`config.mk`:
```
export PLATFORM = sky130hd
export DESIGN_NAME = cprop_top
export DESIGN_NICKNAME = d
export VERILOG_FILES = /design/src/rtl/cprop_pkg.sv /design/src/rtl/cprop_ctrl.sv /design/src/rtl/cprop_datapath.sv /design/src/rtl/cprop_top.sv
export SDC_FILE = /design/constraint.sdc
export NUM_CORES = 1
export LEC_CHECK = 0
export BUFFER_PORTS_ARGS = -buffer_cell sky130_fd_sc_hd__buf_2
export CAP_MARGIN = 20
export CORE_MARGIN = 1.5
export CORE_UTILIZATION = 40
export CTS_BUF_LIST = sky130_fd_sc_hd__clkbuf_8
export CTS_CLUSTER_SIZE = 10
export DETAILED_ROUTE_END_ITERATION = 8
export GPL_ROUTABILITY_DRIVEN = 0
export MAX_ROUTING_LAYER = met4
export PLACE_DENSITY = 0.64
export SLEW_MARGIN = 15
export SYNTH_ARGS = -nofsm -noshare
export SYNTH_HDL_FRONTEND = slang
export SYNTH_SLANG_ARGS = --single-unit
```
`constraint.sdc`:
```
create_clock -name clk -period 5.3 [get_ports clk]
set_input_delay 0.795 -clock clk [delete_from_list [all_inputs] [get_ports clk]]
set_output_delay 0.795 -clock clk [all_outputs]
set_load 0.01 [all_outputs]
```
`src/rtl/cprop_pkg.sv`:
```
package cprop_pkg;
  typedef struct packed {
    logic capture;
    logic record;
  } cprop_strobe_t;
endpackage

```
`src/rtl/cprop_ctrl.sv`:
```
module cprop_ctrl
  import cprop_pkg::*;
(
  input  logic          clk,
  input  logic          rst_n,
  input  logic          inValid,
  input  logic          recordEn,
  output cprop_strobe_t strobe,
  output logic          outValid,
  output logic          flagsValid
);
  always_comb begin
    strobe.capture = inValid;
    strobe.record  = inValid & recordEn;
  end

  always_ff @(posedge clk) begin
    if (!rst_n) begin
      outValid   <= 1'b0;
      flagsValid <= 1'b0;
    end else begin
      outValid <= inValid;
      if (inValid) flagsValid <= recordEn;
    end
  end
endmodule

```
`src/rtl/cprop_datapath.sv`:
```
module cprop_datapath
  import cprop_pkg::*;
#(
  parameter int WIDTH = 64
) (
  input  logic             clk,
  input  logic             rst_n,
  input  cprop_strobe_t    strobe,
  input  logic [WIDTH-1:0] propVec,
  input  logic [WIDTH-1:0] genVec,
  input  logic             carryIn,
  output logic [WIDTH-1:0] carryMask,
  output logic             carryOut,
  output logic             zeroFlag
);
  localparam int LEVELS = $clog2(WIDTH);

  // Adder operands a=P|G, b=G: per-bit generate a&b = G, propagate a^b = P&~G.
  logic [WIDTH-1:0] grpGen  [0:LEVELS];
  logic [WIDTH-1:0] grpProp [0:LEVELS];

  assign grpGen[0]  = genVec;
  assign grpProp[0] = propVec & ~genVec;

  for (genvar lvl = 0; lvl < LEVELS; lvl++) begin : g_level
    localparam int SPAN = 1 << lvl;
    for (genvar b = 0; b < WIDTH; b++) begin : g_bit
      if (b >= SPAN) begin : g_merge
        assign grpGen[lvl+1][b]  = grpGen[lvl][b] | (grpProp[lvl][b] & grpGen[lvl][b-SPAN]);
        assign grpProp[lvl+1][b] = grpProp[lvl][b] & grpProp[lvl][b-SPAN];
      end else begin : g_pass
        assign grpGen[lvl+1][b]  = grpGen[lvl][b];
        assign grpProp[lvl+1][b] = grpProp[lvl][b];
      end
    end
  end

  // carryVec[i] = carry into bit i; carryVec[WIDTH] = carry out.
  logic [WIDTH:0]   carryVec;
  logic [WIDTH-1:0] nextMask;

  assign carryVec[0] = carryIn;
  for (genvar b = 0; b < WIDTH; b++) begin : g_carry
    assign carryVec[b+1] = grpGen[LEVELS][b] | (grpProp[LEVELS][b] & carryIn);
  end

  // sum_i ^ P_i = c_i ^ (P_i & G_i)
  assign nextMask = carryVec[WIDTH-1:0] ^ (propVec & genVec);

  always_ff @(posedge clk) begin
    if (!rst_n) begin
      carryMask <= '0;
      carryOut  <= 1'b0;
      zeroFlag  <= 1'b0;
    end else if (strobe.capture) begin
      carryMask <= nextMask;
      carryOut  <= carryVec[WIDTH];
      zeroFlag  <= strobe.record & ~(|nextMask);
    end
  end
endmodule

```
`src/rtl/cprop_top.sv`:
```
module cprop_top
  import cprop_pkg::*;
#(
  parameter int WIDTH = 64
) (
  input  logic             clk,
  input  logic             rst_n,
  input  logic             inValid,
  input  logic [WIDTH-1:0] propVec,
  input  logic [WIDTH-1:0] genVec,
  input  logic             carryIn,
  input  logic             recordEn,
  output logic             outValid,
  output logic [WIDTH-1:0] carryMask,
  output logic             carryOut,
  output logic             zeroFlag,
  output logic             flagsValid
);
  cprop_strobe_t strobe;

  cprop_ctrl u_ctrl (
    .clk(clk), .rst_n(rst_n), .inValid(inValid), .recordEn(recordEn),
    .strobe(strobe), .outValid(outValid), .flagsValid(flagsValid)
  );

  cprop_datapath #(.WIDTH(WIDTH)) u_dp (
    .clk(clk), .rst_n(rst_n), .strobe(strobe), .propVec(propVec),
    .genVec(genVec), .carryIn(carryIn), .carryMask(carryMask),
    .carryOut(carryOut), .zeroFlag(zeroFlag)
  );
endmodule

```
# Word-level counts from Yosys, hierarchy flattened
# Index checks and enable logic that the tools add are counted.
# totals
ff_bits	68
inputBits	133
output_inout_bits	68
elab_cells	1104
# classes
bitwise	1098
n_reduce_logical	1
# ops
operator	n
AND 1 bit	708
OR 1 bit	385
AND 64 bit	2
NOT 64 bit	1
OR reduction 64 bit	1
bitwise XOR 64 bit	1
NOT 1 bit	1

# Longest topological paths before layout
# logic_depth
depth_word	18
mapped_depth	13
depth_no_buf	12

# Hierarchy
# Synthesis repeated with hierarchy kept, for this count alone.
# unflattened
cells_unflattened	901
area_unflattened_um2	6864.1
# by_module_without_submodules
module	instances	cells_per_inst	area_each_um2	seq_area_each_um2
cprop_datapath	1	894	6789.0	1321.3
cprop_ctrl	1	7	75.1	40.0

# Least setup slack after synthesis
# No wires, ideal clock.
# synth_path
kind	input port to flip-flop
startpoint	in carryIn
endpoint	reg u_dp.zeroFlag
setup_time_ps	69
t_arrival_ps	3415
required_ps	5231
setup_slack_ps	1817
stages	13
path_buffers	1
path_cell_list	buf_2 a2111o_1 o211ai_2 o22ai_2 a311oi_2 o21ai_1 xnor2_1 or4_1 nor4_1 and4_1 and4_4 nand4_1 o21ai_1
# synth_via
elab_chain_len	6
elab_cells_between_ends	130
cone_classes	129 x bitwise; 1 x reduce/logical
# synth_rtl
item	line_no	text
from (decl)	cprop_top.sv:11	input logic carryIn,
AND 1 bit	cprop_datapath.sv:44	assign carryVec[b+1] = grpGen[LEVELS][b] | (grpProp[LEVELS][b] & carryIn);
OR 1 bit	cprop_datapath.sv:44	
bitwise XOR 64 bit *	cprop_datapath.sv:48	assign nextMask = carryVec[WIDTH-1:0] ^ (propVec & genVec);
OR reduction 64 bit *	cprop_datapath.sv:58	zeroFlag <= strobe.record & ~(|nextMask);
NOT 1 bit *	cprop_datapath.sv:58	
AND 1 bit *	cprop_datapath.sv:58	
to (signal assigned)	cprop_datapath.sv:58	
to (decl)	cprop_datapath.sv:14	output logic zeroFlag
# Mark *: on every way between the ends. The rest lies on a longest branch, timed or not.
# A chain may end at the register's enable or synchronous reset.

# Final worst setup path
# layout_path
startpoint	in genVec[31]
endpoint	reg u_dp.zeroFlag
# layout_via
elab_chain_len	18
elab_cells_between_ends	350
cone_classes	349 x bitwise; 1 x reduce/logical
# layout_rtl
item	line_no	text
from (decl)	cprop_top.sv:10	input logic [WIDTH-1:0] genVec,
NOT 64 bit	cprop_datapath.sv:23	assign grpProp[0] = propVec & ~genVec;
AND 64 bit	cprop_datapath.sv:23	
AND 1 bit	cprop_datapath.sv:29	assign grpGen[lvl+1][b] = grpGen[lvl][b] | (grpProp[lvl][b] & grpGen[lvl][b-SPAN]);
OR 1 bit	cprop_datapath.sv:29	
AND 1 bit	cprop_datapath.sv:29	
OR 1 bit	cprop_datapath.sv:29	
AND 1 bit	cprop_datapath.sv:29	
OR 1 bit	cprop_datapath.sv:29	
AND 1 bit	cprop_datapath.sv:29	
OR 1 bit	cprop_datapath.sv:29	
AND 1 bit	cprop_datapath.sv:29	
OR 1 bit (2 in series)	cprop_datapath.sv:29	
OR 1 bit	cprop_datapath.sv:44	
bitwise XOR 64 bit *	cprop_datapath.sv:48	
OR reduction 64 bit *	cprop_datapath.sv:58	
NOT 1 bit *	cprop_datapath.sv:58	
AND 1 bit *	cprop_datapath.sv:58	
# Marked as above.

==> flow_metrics.tcl <==
set metrics [dict create \
    finalSetupViolations 0 \
    cell_area_after_placement_um2 7490 \
    crit_buf_inv 2 \
    post_cts.repair.setup_buffers 0 \
    layout.nets 1159 \
    highest-signal-layer "met4" \
    postSynthRegisterBits 68 \
    switching_share_pct 36.9 \
    initial_core_util_pct 41.2 \
    p_per_area_nw_per_um2 205 \
    die-height_um 128 \
    critPathCaptureType "register" \
    core_region_area_um2 15300 \
    setup_total_negative_slack_ns 0 \
    worst_setup_path_endpoint "u_dp.zeroFlag" \
    cts.hold.buffers_added 0 \
    vias_in_the_first_global_route 6188 \
    diodes 0 \
    synth_edf_count 0 \
    yosys.area_share.simple_pct 33.5 \
    rr_worst_depth 3 \
    outcome "completed" \
    setup_repair_after_global_routing_missed_its_margin "no" \
    crit_path_frequent_cell "sky130_fd_sc_hd__nand4_1" \
    layout.core_utilization_pct 50.5 \
    timing.critical_path.arrival_ns 4.50 \
    met3_wirelength_um 1350 \
    routed_vias_inst 5.67 \
    ir_worst_vdd_v 0.000136 \
    syn_nets 963 \
    postRouteWirelength_um 21000 \
    power_frac_clock_pct 30.0 \
    path_class "primary input to register" \
    antenna_found_initial 0 \
    proportion_of_synthesized_area_in_mux_cells_pct 8.29 \
    netlist_area_um2 6290 \
    tightestPinTransition_ns 0.715 \
    report.final.hold_viol_count 0 \
    finalCritPeriodShare_pct 79.1 \
    grt_remaining_overflow 0 \
    regToRegEndpoint "u_dp.carryMask[27]" \
    detail-route-antenna-nets 0 \
    cts_buffers 9 \
    clkTransAtPathRegs_ns 0.09 \
    floorplan.rows 45 \
    worst_path_maximum_fanout 6 \
    slew_viol_final 0 \
    synth_cell_types 87 \
    p_leak_nw 3.33 \
    finalPower_mw 1.58 \
    syn2layout_area_growth_pct 22.4 \
    finClkSkew_ns 0 \
    deepest_clock_path_buffer_count 2 \
    start_kind "primary input" \
    worstPathCellList "buf_2 > and4bb_2 > a21oi_1 > o22ai_1 > a2111oi_1 > buf_4 > nand4_1 > a31oi_1 > o21bai_2 > mux2i_1 > a2111oi_0 > and4_4 > nand4_1 > o21ai_1" \
    clock-sinks 68 \
    route.detailed.drc 0 \
    final.min_clock_period_ns 4.19 \
    timing.hold.worst.class "register to register" \
    post_route_cells_drive_above_1_share_pct 26.1 \
    timing.critical_path.slowest_cell_delay_ns 0.70 \
    dominantRegCellSynth "sky130_fd_sc_hd__dfxtp_1" \
    logic_depth_of_the_worst_setup_path_including_buffers 14 \
    firstDrtPassIters 5 \
    drt_wl_cell_um 16.9 \
    rr_startpoint "u_dp.carryMask[27]" \
    critical_path.slowest_cell "sky130_fd_sc_hd__a2111oi_0" \
    syn-instance-count 830 \
    slew_headroom_pct 51.1 \
    p_switching_uw 583 \
    share_comb_of_total_power_pct 33.3 \
    grt_start_max_net_pins 51 \
    clock_tree_from_tritoncts "built" \
    clock-root-buffer "sky130_fd_sc_hd__clkbuf_8" \
    drt_first_iter_violations 505 \
    buffers_on_ports 200 \
    route.met2.wl_um 8890 \
    route.vias.total 7041 \
    combinational_family_with_the_most_area_after_synthesis "simple AND/OR/NAND/NOR gates" \
    power_share_of_the_sequential_group_pct 36.7 \
    area_share_of_fa_ha_maj_cells_after_synthesis_pct 0 \
    htree_num_levels 3 \
    async_reset_ff_share_pct 0 \
    crit_start "genVec[31]" \
    dp_hpwl_um 16800 \
    wl_met1_um 10400 \
    maxCapViolCount 0 \
    reg2reg_slack_ns 4.50 \
    cp.required_ns 5.61 \
    yosys_warnings 0 \
    fp.dieW_um 128 \
    clock.fmax_mhz 239 \
    cell_internal_pwr_uw 996 \
    top_level_ports 201 \
    cts-resized-gates 0 \
    final_area_um2 7700 \
    design.die.area_um2 16500 \
    postSynthAreaPerCell_um2 7.58 \
    synth_compound_area_share_pct 26.5 \
    cpLargestDelayFamily "compound AO/OA/AOI/OAI gates" \
    synth-xor-area-share_pct 7.65 \
    ys_seq_area_share_pct 21.6 \
    worst_skew_pair_latency_ns 0.37 \
    groute.usage.overall_pct 25.6 \
    grt_first_pass_wirelength_um 32500 \
]
tightest hold or removal path, cell delays in order, from the launching register on:
cell and delay (ns):
sky130_fd_sc_hd__dfxtp_1 0.32, sky130_fd_sc_hd__nand2_1 0.06, sky130_fd_sc_hd__a21oi_1 0.06
layout by cell type, fill, tap and decap left out, types with 17 or more instances in the layout:
master                        n
sky130_fd_sc_hd__a21o_1      27
sky130_fd_sc_hd__a21oi_1     82
sky130_fd_sc_hd__and4bb_2    18
sky130_fd_sc_hd__buf_2      199
sky130_fd_sc_hd__dfxtp_1     68
sky130_fd_sc_hd__inv_1       17
sky130_fd_sc_hd__mux2i_1     51
sky130_fd_sc_hd__nand2_1    124
sky130_fd_sc_hd__nand4bb_1   23
sky130_fd_sc_hd__nor2_1      91
sky130_fd_sc_hd__o21ai_0     36
sky130_fd_sc_hd__xnor2_1     26
sky130_fd_sc_hd__xor2_1      29
synth_stat cells (5+ instances only):
| master | number | area share, % |
|---|---|---|
| sky130_fd_sc_hd__nand2_1 | 124 | 7.4 |
| sky130_fd_sc_hd__nor2_1 | 91 | 5.4 |
| sky130_fd_sc_hd__a21oi_1 | 82 | 6.5 |
| sky130_fd_sc_hd__dfxtp_1 | 68 | 22 |
| sky130_fd_sc_hd__mux2i_1 | 51 | 8.1 |
| sky130_fd_sc_hd__o21ai_0 | 36 | 2.9 |
| sky130_fd_sc_hd__xor2_1 | 29 | 4.0 |
| sky130_fd_sc_hd__a21o_1 | 27 | 3.2 |
| sky130_fd_sc_hd__xnor2_1 | 26 | 3.6 |
| sky130_fd_sc_hd__nand4bb_1 | 23 | 4.1 |
| sky130_fd_sc_hd__and4bb_2 | 18 | 3.6 |
| sky130_fd_sc_hd__inv_1 | 17 | 1.0 |
| sky130_fd_sc_hd__nand3_1 | 15 | 1.2 |
| sky130_fd_sc_hd__a31oi_1 | 13 | 1.3 |
| sky130_fd_sc_hd__a211oi_1 | 11 | 1.3 |
| sky130_fd_sc_hd__nand4_1 | 11 | 1.1 |
| sky130_fd_sc_hd__nor4bb_1 | 11 | 1.7 |
| sky130_fd_sc_hd__clkbuf_1 | 10 | 0.60 |
| sky130_fd_sc_hd__nor3_1 | 10 | 0.80 |
| sky130_fd_sc_hd__o21ai_1 | 10 | 0.80 |
| sky130_fd_sc_hd__nor4_1 | 9 | 0.89 |
| sky130_fd_sc_hd__and2_1 | 8 | 0.80 |
| sky130_fd_sc_hd__nor2b_1 | 8 | 0.80 |
| sky130_fd_sc_hd__o21a_1 | 7 | 0.83 |
| sky130_fd_sc_hd__a21boi_0 | 5 | 0.60 |
| sky130_fd_sc_hd__nand2b_1 | 5 | 0.50 |
| sky130_fd_sc_hd__nor4b_1 | 5 | 0.70 |
| sky130_fd_sc_hd__o31ai_1 | 5 | 0.60 |
how the worst min path moves through the flow:
stage / from / end / slack [ns] / depth (start not counted)
5_1_grt: u_dp.carryMask[48] / u_dp.carryMask[48] / 0.51 / 2
3_3_place_gp: u_dp.carryMask[48] / u_dp.carryMask[48] / 0.45 / 2
6_report: u_dp.carryMask[48] / u_dp.carryMask[48] / 0.48 / 2
2_1_floorplan: u_dp.zeroFlag / u_dp.zeroFlag / 0.47 / 2
3_5_place_dp: u_dp.carryMask[48] / u_dp.carryMask[48] / 0.47 / 2
4_1_cts: u_dp.carryMask[48] / u_dp.carryMask[48] / 0.48 / 2
layout make-up:
type	instances	area [um^2]
clock buffer	9	124
multi-input combinational	726	4780
timing repair buffer	203	1030
fill	1550	7560
tap	211	264
clock inverter	7	82.6
inverter	18	67.6
sequential	68	1360
registers in the layout (all words and copies together), names as in the netlist:
signal and count:
u_ctrl.flagsValid 1, u_dp.carryOut 1, u_ctrl.outValid 1, u_dp.carryMask 64, u_dp.zeroFlag 1
through the flow:
| stage | hold slack, ns | instances | setup slack, ns |
|---|---|---|---|
| after floorplan | 0.473 | 830 | 1.82 |
| after detailed placement | 0.466 | 1226 | 0.768 |
| after CTS | 0.480 | 1242 | 1.17 |
| after global placement | 0.455 | 1226 | 0.727 |
| after global routing | 0.511 | 1242 | 0.833 |
| final | 0.476 | 1242 | 1.11 |
kinds of logic after synthesis:
family | count (synthesis)
xor gates and xnor gates | 55
AOI/OAI and AO/OA | 251
buffers and inverters | 36
muxes | 52
and+or+nand+nor | 368
DFF | 68
power by group through the flow:
stage | Clock [mW] | Combinational [mW] | Sequential (mW)
floorplan | 0 | 0.283 | 0.607
global placement | 0 | 0.518 | 0.589
detailed placement | 0 | 0.520 | 0.590
CTS | 0.484 | 0.523 | 0.579
global route | 0.510 | 0.576 | 0.583
finish | 0.474 | 0.526 | 0.579
routing by layer:
metal	vias up	GRT usage, %
met5	-	-
met4	0	6.48
met2	255	37.8
met1	3259	36.3
met3	28	3.95
li1	3499	-
Note: power is estimated with default switching activity, not from simulation.
